### src/rtl/sdram_cmd_pkg.sv
package sdram_cmd_pkg;

  typedef enum logic [2:0] {
    MD_NORMAL = 3'd0,
    MD_CLKEN  = 3'd1,
    MD_PALL   = 3'd2,
    MD_AREF   = 3'd3,
    MD_LMR    = 3'd4,
    MD_SELF   = 3'd5,
    MD_PDOWN  = 3'd6,
    MD_RSVD   = 3'd7
  } sd_mode_e;

  typedef enum logic [1:0] {
    SQ_IDLE = 2'd0,
    SQ_CMD  = 2'd1,
    SQ_GAP  = 2'd2
  } sq_state_e;

  typedef struct packed {
    logic ras_n;
    logic cas_n;
    logic we_n;
  } sd_ctl_t;

  localparam sd_ctl_t CTL_NOP  = '{ras_n: 1'b1, cas_n: 1'b1, we_n: 1'b1};
  localparam sd_ctl_t CTL_PALL = '{ras_n: 1'b0, cas_n: 1'b1, we_n: 1'b0};
  localparam sd_ctl_t CTL_AREF = '{ras_n: 1'b0, cas_n: 1'b0, we_n: 1'b1};
  localparam sd_ctl_t CTL_LMR  = '{ras_n: 1'b0, cas_n: 1'b0, we_n: 1'b0};

  // Legality of a request given the number of fitted devices.
  function automatic logic req_ok(input logic dual, input sd_mode_e m,
                                  input logic a, input logic b);
    logic ok;
    ok = (a | b) && (m != MD_RSVD);
    if (dual) begin
      if ((m == MD_PALL) || (m == MD_AREF)) ok = ok && a && b;
    end else begin
      ok = ok && !b;
    end
    return ok;
  endfunction

  // Control-pin encoding of the command cycle.
  function automatic sd_ctl_t ctl_for(input sd_mode_e m);
    case (m)
      MD_PALL:         return CTL_PALL;
      MD_AREF, MD_SELF: return CTL_AREF;
      MD_LMR:          return CTL_LMR;
      default:         return CTL_NOP;
    endcase
  endfunction

  // Cycles busy stays high for a refresh burst of nrf+1 commands.
  function automatic int unsigned burst_cycles(input int unsigned nrf,
                                               input int unsigned trfc);
    return (nrf + 1) * (trfc + 1);
  endfunction

endpackage

### src/rtl/sdram_req_check.sv
module sdram_req_check
  import sdram_cmd_pkg::*;
#(
  parameter bit DUAL = 1'b1
) (
  input  logic     req_valid,
  input  logic     busy,
  input  sd_mode_e mode,
  input  logic     bank_a,
  input  logic     bank_b,
  output logic     accept,
  output logic     reject
);
  logic legal;

  always_comb begin
    legal  = req_ok(DUAL, mode, bank_a, bank_b);
    accept = req_valid && !busy && legal;
    reject = req_valid && (busy || !legal);
  end
endmodule

### src/rtl/sdram_seq.sv
module sdram_seq
  import sdram_cmd_pkg::*;
#(
  parameter int TRFC   = 3,
  parameter int NRF_W  = 4,
  parameter int ADDR_W = 14
) (
  input  logic              clk,
  input  logic              rst_n,
  input  logic              accept,
  input  sd_mode_e          mode,
  input  logic              bank_a,
  input  logic              bank_b,
  input  logic [NRF_W-1:0]  nrf,
  input  logic [ADDR_W-1:0] mrv,
  output sq_state_e         state,
  output sd_mode_e          cur_mode,
  output logic [1:0]        cur_banks,
  output logic [ADDR_W-1:0] cur_mrv,
  output logic              cmd_fire,
  output logic              last_done
);
  localparam int GAP_W = (TRFC < 2) ? 1 : $clog2(TRFC);
  localparam logic [GAP_W-1:0] GAP_LOAD = GAP_W'(TRFC - 1);

  logic [GAP_W-1:0] gap_cnt;
  logic [NRF_W-1:0] rep_left;
  logic             is_aref;
  logic             gap_end;

  assign is_aref   = (cur_mode == MD_AREF);
  assign gap_end   = (state == SQ_GAP) && (gap_cnt == '0);
  assign cmd_fire  = (state == SQ_CMD);
  assign last_done = (gap_end && (rep_left == '0)) ||
                     (cmd_fire && !is_aref);

  always_ff @(posedge clk) begin
    if (!rst_n) begin
      state     <= SQ_IDLE;
      cur_mode  <= MD_NORMAL;
      cur_banks <= 2'b00;
      cur_mrv   <= '0;
      gap_cnt   <= '0;
      rep_left  <= '0;
    end else begin
      case (state)
        SQ_IDLE: begin
          if (accept) begin
            state     <= SQ_CMD;
            cur_mode  <= mode;
            cur_banks <= {bank_b, bank_a};
            cur_mrv   <= mrv;
            rep_left  <= (mode == MD_AREF) ? nrf : '0;
          end
        end
        SQ_CMD: begin
          if (is_aref) begin
            state   <= SQ_GAP;
            gap_cnt <= GAP_LOAD;
          end else begin
            state <= SQ_IDLE;
          end
        end
        SQ_GAP: begin
          if (gap_cnt == '0) begin
            if (rep_left == '0) begin
              state <= SQ_IDLE;
            end else begin
              rep_left <= rep_left - 1'b1;
              state    <= SQ_CMD;
            end
          end else begin
            gap_cnt <= gap_cnt - 1'b1;
          end
        end
        default: state <= SQ_IDLE;
      endcase
    end
  end
endmodule

### src/rtl/sdram_cke_reg.sv
module sdram_cke_reg
  import sdram_cmd_pkg::*;
(
  input  logic     clk,
  input  logic     rst_n,
  input  logic     accept,
  input  sd_mode_e mode,
  output logic     cke
);
  always_ff @(posedge clk) begin
    if (!rst_n) begin
      cke <= 1'b1;
    end else if (accept) begin
      case (mode)
        MD_SELF, MD_PDOWN:   cke <= 1'b0;
        MD_NORMAL, MD_CLKEN: cke <= 1'b1;
        default:             cke <= cke;
      endcase
    end
  end
endmodule

### src/rtl/sdram_pin_drv.sv
module sdram_pin_drv
  import sdram_cmd_pkg::*;
#(
  parameter int ADDR_W = 14
) (
  input  sq_state_e         state,
  input  sd_mode_e          cur_mode,
  input  logic [1:0]        cur_banks,
  input  logic [ADDR_W-1:0] cur_mrv,
  output logic [1:0]        cs_n,
  output sd_ctl_t           ctl,
  output logic [ADDR_W-1:0] addr
);
  localparam int A10 = 10;

  always_comb begin
    cs_n = 2'b11;
    ctl  = CTL_NOP;
    addr = '0;
    case (state)
      SQ_CMD: begin
        cs_n = ~cur_banks;
        ctl  = ctl_for(cur_mode);
        if (cur_mode == MD_LMR)  addr = cur_mrv;
        if (cur_mode == MD_PALL) addr[A10] = 1'b1;
      end
      SQ_GAP: begin
        cs_n = ~cur_banks;
      end
      default: ;
    endcase
  end
endmodule

### src/rtl/sdram_cmd_issue.sv
module sdram_cmd_issue
  import sdram_cmd_pkg::*;
#(
  parameter bit DUAL   = 1'b1,
  parameter int TRFC   = 3,
  parameter int NRF_W  = 4,
  parameter int ADDR_W = 14
) (
  input  logic              clk,
  input  logic              rst_n,
  input  logic              req_valid,
  input  logic [2:0]        req_mode,
  input  logic              req_bank_a,
  input  logic              req_bank_b,
  input  logic [NRF_W-1:0]  req_nrf,
  input  logic [ADDR_W-1:0] req_mrv,
  input  logic              err_clr,
  output logic [1:0]        sd_cs_n,
  output logic              sd_ras_n,
  output logic              sd_cas_n,
  output logic              sd_we_n,
  output logic [ADDR_W-1:0] sd_addr,
  output logic              sd_cke,
  output logic              busy,
  output logic              err
);
  sd_mode_e          mode_in;
  sq_state_e         state;
  sd_mode_e          cur_mode;
  logic [1:0]        cur_banks;
  logic [ADDR_W-1:0] cur_mrv;
  sd_ctl_t           ctl;
  logic              accept;
  logic              reject;
  logic              cmd_fire;
  logic              last_done;

  assign mode_in = sd_mode_e'(req_mode);
  assign busy    = (state != SQ_IDLE);

  sdram_req_check #(.DUAL(DUAL)) u_check (
    .req_valid (req_valid),
    .busy      (busy),
    .mode      (mode_in),
    .bank_a    (req_bank_a),
    .bank_b    (req_bank_b),
    .accept    (accept),
    .reject    (reject)
  );

  sdram_seq #(.TRFC(TRFC), .NRF_W(NRF_W), .ADDR_W(ADDR_W)) u_seq (
    .clk       (clk),
    .rst_n     (rst_n),
    .accept    (accept),
    .mode      (mode_in),
    .bank_a    (req_bank_a),
    .bank_b    (req_bank_b),
    .nrf       (req_nrf),
    .mrv       (req_mrv),
    .state     (state),
    .cur_mode  (cur_mode),
    .cur_banks (cur_banks),
    .cur_mrv   (cur_mrv),
    .cmd_fire  (cmd_fire),
    .last_done (last_done)
  );

  sdram_cke_reg u_cke (
    .clk    (clk),
    .rst_n  (rst_n),
    .accept (accept),
    .mode   (mode_in),
    .cke    (sd_cke)
  );

  sdram_pin_drv #(.ADDR_W(ADDR_W)) u_pins (
    .state     (state),
    .cur_mode  (cur_mode),
    .cur_banks (cur_banks),
    .cur_mrv   (cur_mrv),
    .cs_n      (sd_cs_n),
    .ctl       (ctl),
    .addr      (sd_addr)
  );

  assign sd_ras_n = ctl.ras_n;
  assign sd_cas_n = ctl.cas_n;
  assign sd_we_n  = ctl.we_n;

  // A new rejection takes priority over a clear in the same cycle.
  always_ff @(posedge clk) begin
    if (!rst_n)       err <= 1'b0;
    else if (reject)  err <= 1'b1;
    else if (err_clr) err <= 1'b0;
  end
endmodule

### config.mk
export PLATFORM = sky130hd
export DESIGN_NAME = sdram_cmd_issue
export DESIGN_NICKNAME = d
export VERILOG_FILES = /design/src/rtl/sdram_cmd_pkg.sv /design/src/rtl/sdram_req_check.sv /design/src/rtl/sdram_seq.sv /design/src/rtl/sdram_cke_reg.sv /design/src/rtl/sdram_pin_drv.sv /design/src/rtl/sdram_cmd_issue.sv
export SDC_FILE = /design/constraint.sdc
export NUM_CORES = 1
export LEC_CHECK = 0
export ABC_AREA = 0
export BUFFER_PORTS_ARGS = -buffer_cell sky130_fd_sc_hd__buf_2
export CAP_MARGIN = 20
export CORE_MARGIN = 1
export CORE_UTILIZATION = 50
export DETAILED_ROUTE_END_ITERATION = 6
export GPL_ROUTABILITY_DRIVEN = 0
export PLACE_DENSITY = 0.78
export SKIP_CTS_REPAIR_TIMING = 1
export SKIP_LAST_GASP = 1
export SLEW_MARGIN = 20
export SYNTH_ARGS = -nofsm -noshare
export SYNTH_HDL_FRONTEND = slang
export SYNTH_SLANG_ARGS = --single-unit
### constraint.sdc
create_clock -name clk -period 2.1 [get_ports clk]
set_input_delay 0.315 -clock clk [delete_from_list [all_inputs] [get_ports clk]]
set_output_delay 0.315 -clock clk [all_outputs]
set_load 0.05 [all_outputs]
==> Word level (Yosys, flattened, before mapping) <==
Cells that the tools add are included.
{ "word_totals": {"in_bits": 27, "out_inout_bits": 22, "elab_cells": 80, "reg_bits": 29} }
{ "op_classes": {"eq_ne": 17, "add_sub_neg": 2, "n_bitwise": 2, "muxes": 23, "reduce_logical": 28} }
{ "op_table": {"columns": ["operator", "n"], "rows": [
  ["two-way mux 14 bit", 2],
  ["two-way mux 4 bit", 4],
  ["== test 3 x 2 -> 1 bit (second input constant)", 4],
  ["== test 3 bit (second input constant)", 4],
  ["two-way mux 2 bit", 6],
  ["nonzero test 2 bit", 5],
  ["case mux 3 bit (3 select lines)", 1],
  ["inequality test 2 bit (second input constant)", 4],
  ["case mux 4 bit (2 select lines)", 1],
  ["OR reduction 2 bit", 4],
  ["logical AND 1 bit", 6],
  ["case mux 2 bit (3 select lines)", 1],
  ["AND reduction 2 bit", 3],
  ["two-way mux 1 bit", 5],
  ["logical NOT 2 bit", 2],
  ["logical NOT 4 bit", 1],
  ["case mux 2 bit (2 select lines)", 1],
  ["AND reduction 4 bit", 1],
  ["subtractor 4 x 1 -> 4 bit (second input constant)", 1],
  ["== test 3 x 1 -> 1 bit (second input constant)", 1],
  ["logical NOT 3 bit", 1],
  ["two-way mux 3 bit", 1],
  ["inequality test 3 bit (second input constant)", 1],
  ["AND reduction 3 bit", 1],
  ["other kinds (9)", 11]
]} }

==> Depth between registers and ports, before layout <==
{ "depth": {"ltp_word": 9, "depth_mapped": 8, "mapped_depth_nobuf": 6} }

==> Cells and area by module <==
A second synthesis with hierarchy kept.
{ "unflattened": {"hier_cells": 203, "hier_area_um2": 1681.6} }
{ "by_module_without_submodules": {"columns": ["module", "n_inst", "area_per_inst_um2", "seq_area_each_um2", "cells_each"], "rows": [
  ["sdram_seq", 1, 1305.0, 540.5, 156],
  ["sdram_pin_drv", 1, 224.0, 0.0, 29],
  ["sdram_cke_reg", 1, 53.8, 20.0, 7],
  ["sdram_req_check", 1, 51.3, 0.0, 7],
  ["sdram_cmd_issue", 1, 47.5, 20.0, 4]
]} }

==> Least setup slack after synthesis <==
Ideal clock, no wire load.
{ "synth_path": {"kind": "flip-flop to output port", "start": "register u_seq.state[1]", "end": "output port sd_addr[10]", "t_arrival_ns": 2.525, "setup_slack_ns": -0.740, "n_path_buf": 0, "required_ns": 1.785, "path_stages_with_launch": 6, "path_cell_list": "dfxtp_1 inv_1 ha_1 o21ai_0 or2_2 nor2_1"} }
{ "synth_between": {"elab_chain_cells": 2} }
{ "synth_lines": {"columns": ["item", "line", "text"], "rows": [
  ["start, declared", "sdram_seq.sv:16", "output sq_state_e state,"],
  ["start signal, assigned", "sdram_seq.sv:39", "state <= SQ_IDLE;"],
  ["start signal, assigned", "sdram_seq.sv:49", "state <= SQ_CMD;"],
  ["start signal, assigned", "sdram_seq.sv:58", "state <= SQ_GAP;"],
  ["== test 2 x 1 -> 1 bit", "sdram_pin_drv.sv:20", "case (state)"],
  ["two-way mux 14 bit", "sdram_pin_drv.sv:20", null],
  ["end, declared", "sdram_cmd_issue.sv:22", "output logic [ADDR_W-1:0] sd_addr,"]
]} }
Every way passes these cells.

==> Final worst setup path <==
{ "layout_path": {"start": "register u_seq.state[1]", "end": "output port sd_addr[13]"} }
Same word-level chain as after synthesis.

==> metrics.md <==
| Metric | Value |
|---|---|
| Status | finished, final reports clean |
| Crit end category | output port |
| Reg area | 581 µm² |
| Clock power share | 33.1% |
| EDFF count, synth | 0 |
| I/O pin count | 49 |
| Internal power | just under 1 mW |
| Classification of the worst setup path | reg -> out |
| P_leak | around 0.89 nW |
| Area Overhead vs Synth | 24.5% |
| Die W | 58.9 µm |
| Nets | 257 |
| Mapped Cells | around 170 |
| Fmax | between 0.4 and 0.5 GHz |
| Peak VDD IR | 0.594 mV |
| Inserted Clock Buffers | 5 |
| Final Non-Filler Cells | 269 |
| Critical-path maximum fanout | 8 |
| # Max-Cap Violations | 0 |
| Sequential Power Share | a little over two fifths |
| Share of layout cells above drive strength 1 | 34.7% |
| Worst slew margin | approximately 70% |
| Clk root buf | clkbuf_4 |
| Synth area leader | dfxtp_1 |
| Async S/R FF share, synth | 0% |
| 1st-pass router iterations | 4 |
| R2r worst-path depth | 6 |
| Sequential fraction of the synthesis area | 35.8% |
| Post-route setup slack | 0.0923 ns |
| Final Setup Violations | 0 |
| Final WL | 3.52 mm |
| Worst flop-to-flop path startpoint | u_seq.state[0] |
| Die area | 3470 µm² |
| Clk_skew | between 0.02 and 0.025 ns |
| Routed WL per cell | 13.1 µm |
| Sw Pwr | around 460 µW |
| Initial antenna violation count | 0 |
| Final period util | 95.6% |
| Multi-input logic area | around 980 µm² |
| Post-Place Worst Slack | 0.217 ns |
| Core area | roughly 3100 µm² |
| Count leader, synth | dfxtp_1 |
| Clk pin slew, worst setup/hold paths | 0.12 ns |
| Worst flop-to-flop path endpoint | u_seq.rep_left[3] |
| Reg2Reg Setup Slack | 0.23 ns |
| Yosys reg bits | 29 |
| Critical path data required time | 1.78 ns |
| GR Util All Layers | between 20% and 30% |
| Initial core utilization | 53.1% |
| Row count | 20 |
| Mapped cell area | 1620 µm² |
| First-pass GRT wire length | ~5.5 mm |
| Initial drt markers | 43 |
| Power density over the cells | about 710 nW/µm² |
| Worst slew pin tran | 0.446 ns |
| Number of global-route vias before repair | 1,241 |
| Max clock buf depth | 2 |
| Startpoint Class | flop |
| WHS Path Cells | 3 |
| Antenna diodes | 0 |
| FILL cells | 286 |
| Synth warn | 0 |
| Worst Min Path Start | req_mrv[10] |
| Hold Slack | between 0.15 and 0.2 ns |
| Die height | around 60 µm |
| Top post-synthesis cells by count | dfxtp_1 (29), nor2_1 (25), mux2i_1 (21), and2_1 (14), inv_1 (10) |
| Vias post-DR | 1,398 |
| H-tree depth | 2 |
| Fin. Hold Viols | 0 |
| Worst-Skew Late Latency | ~0.35 ns |
| Synth cell types | 51 |
| Largest net degree at the start of global routing | 16 |
| Post-Syn Area per Cell | 9.42 µm² |
| Clock sink total | 29 |
| Residual DRC count | 0 |
| CP arrival | 1.69 ns |
| Min-delay worst type | in -> reg |
| Dpl hpwl | around 2.4 mm |
| Comb power frac | 24.0% |
| Top cell type's share of synthesized area | 35.8% |
| Global route overflow | 0 |
| Synth top area cells | dfxtp_1 (36%), mux2i_1 (13%), nor2_1 (5.8%) |
| Dpl cells | 260 |
| Max Slew Vio Count | 0 |
| Routed Antenna Nets | 0 |
| Mapped Nets | approximately 210 |
| Vias/cell | around 5.2 |
| Worst hold endpoint | u_seq.cur_mrv[10] |
| Fin crit period | 2.01 ns |
| Sw Ratio | 31.7% |
| Post-synth top flop | dfxtp_1 |
| PortBufs | 48 |
| Power, Total | 1.44 mW |
| CTS tree | done |
power groups by stage:
stage | registers, mW | logic [mW] | clock network (mW)
floorplan | 0.627 | 0.258 | 0
global placement | 0.624 | 0.331 | 0
detailed placement | 0.625 | 0.335 | 0
CTS | 0.614 | 0.337 | 0.485
global route | 0.622 | 0.376 | 0.512
finish | 0.617 | 0.346 | 0.477
worst max-delay path: stages (launching register included):
cell	delay [ns]
dfxtp_1	0.40
inv_1	0.11
ha_4	0.20
and3b_2	0.26
and2_1	0.18
clkbuf_4	0.21
stage by stage:
stage	setup TNS [ns]	cell area, µm²	util [%]
6_report	0	2020	66.1
5_1_grt	-0.0556	2020	66.1
4_1_cts	-2.01	1980	65.0
3_5_place_dp	0	1900	62.3
3_3_place_gp	0	1900	62.3
2_1_floorplan	0	1630	-
metal layers:
metal | track usage, % | wire (µm) | up-vias
met3 | 6.59 | 152 | 7
met2 | 33.1 | 1700 | 34
met1 | 27.0 | 1610 | 642
li1 | - | - | 715
met5 | 0 | 0 | -
met4 | 9.18 | 56 | 0
cells by family (layout without fill, tap and decap cells):
logic type	count (synthesis)	in the layout	share of synthesized area (%)
xor gates and xnor gates	1	1	0.541
and+or+nand+nor	62	63	21.2
DFF	29	29	35.8
muxes	21	21	13.0
adders and majority gates	6	6	4.63
buffers and inverters	19	71	6.02
AOI/OAI and AO/OA	34	34	18.8
flip-flops by register name, summed over array words and instances (netlist names):
name,flops
u_seq.cur_mrv,14
u_seq.rep_left,4
u_seq.cur_mode,3
u_seq.cur_banks,2
u_seq.gap_cnt,2
u_seq.state,2
err,1
u_cke.cke,1
cells in the final DEF (no fill, tap or decap), drive strengths merged, types with 2 or more instances in the layout:
cell type and n:
nor2b 3, o31ai 2, nand3 2, a31o 2
o2111ai 2, o21a 2, clkbuf 7, nor2 25
clkinv 2, o211ai 3, and3b 2, ha 6
dfxtp 29, nand2 6, o21ai 6, buf 50
inv 10, a21oi 3, nand2b 2, mux2i 21
a311oi 2, and2 14
worst max path at each step:
stage	slack [ns]	depth (start not counted)	endpoint	start
floorplan	0.08	3	sd_cas_n	u_seq.cur_mode[1]
global placement	0.31	5	sd_addr[13]	u_seq.state[1]
detailed placement	0.22	5	sd_addr[13]	u_seq.state[1]
CTS	-0.17	5	sd_addr[13]	u_seq.state[1]
global route	-0.02	4	sd_addr[4]	u_seq.cur_mode[2]
finish	0.09	5	sd_addr[13]	u_seq.state[1]
layout make-up:
class | instances | share of cell area, %
clock inverter | 3 | 2.30
sequential | 29 | 28.8
multi-input combinational | 125 | 48.5
timing repair buffer | 52 | 13.8
clock buffer | 5 | 1.86
tap | 44 | 2.73
inverter | 11 | 2.05
(Power assumes the default switching activity.)
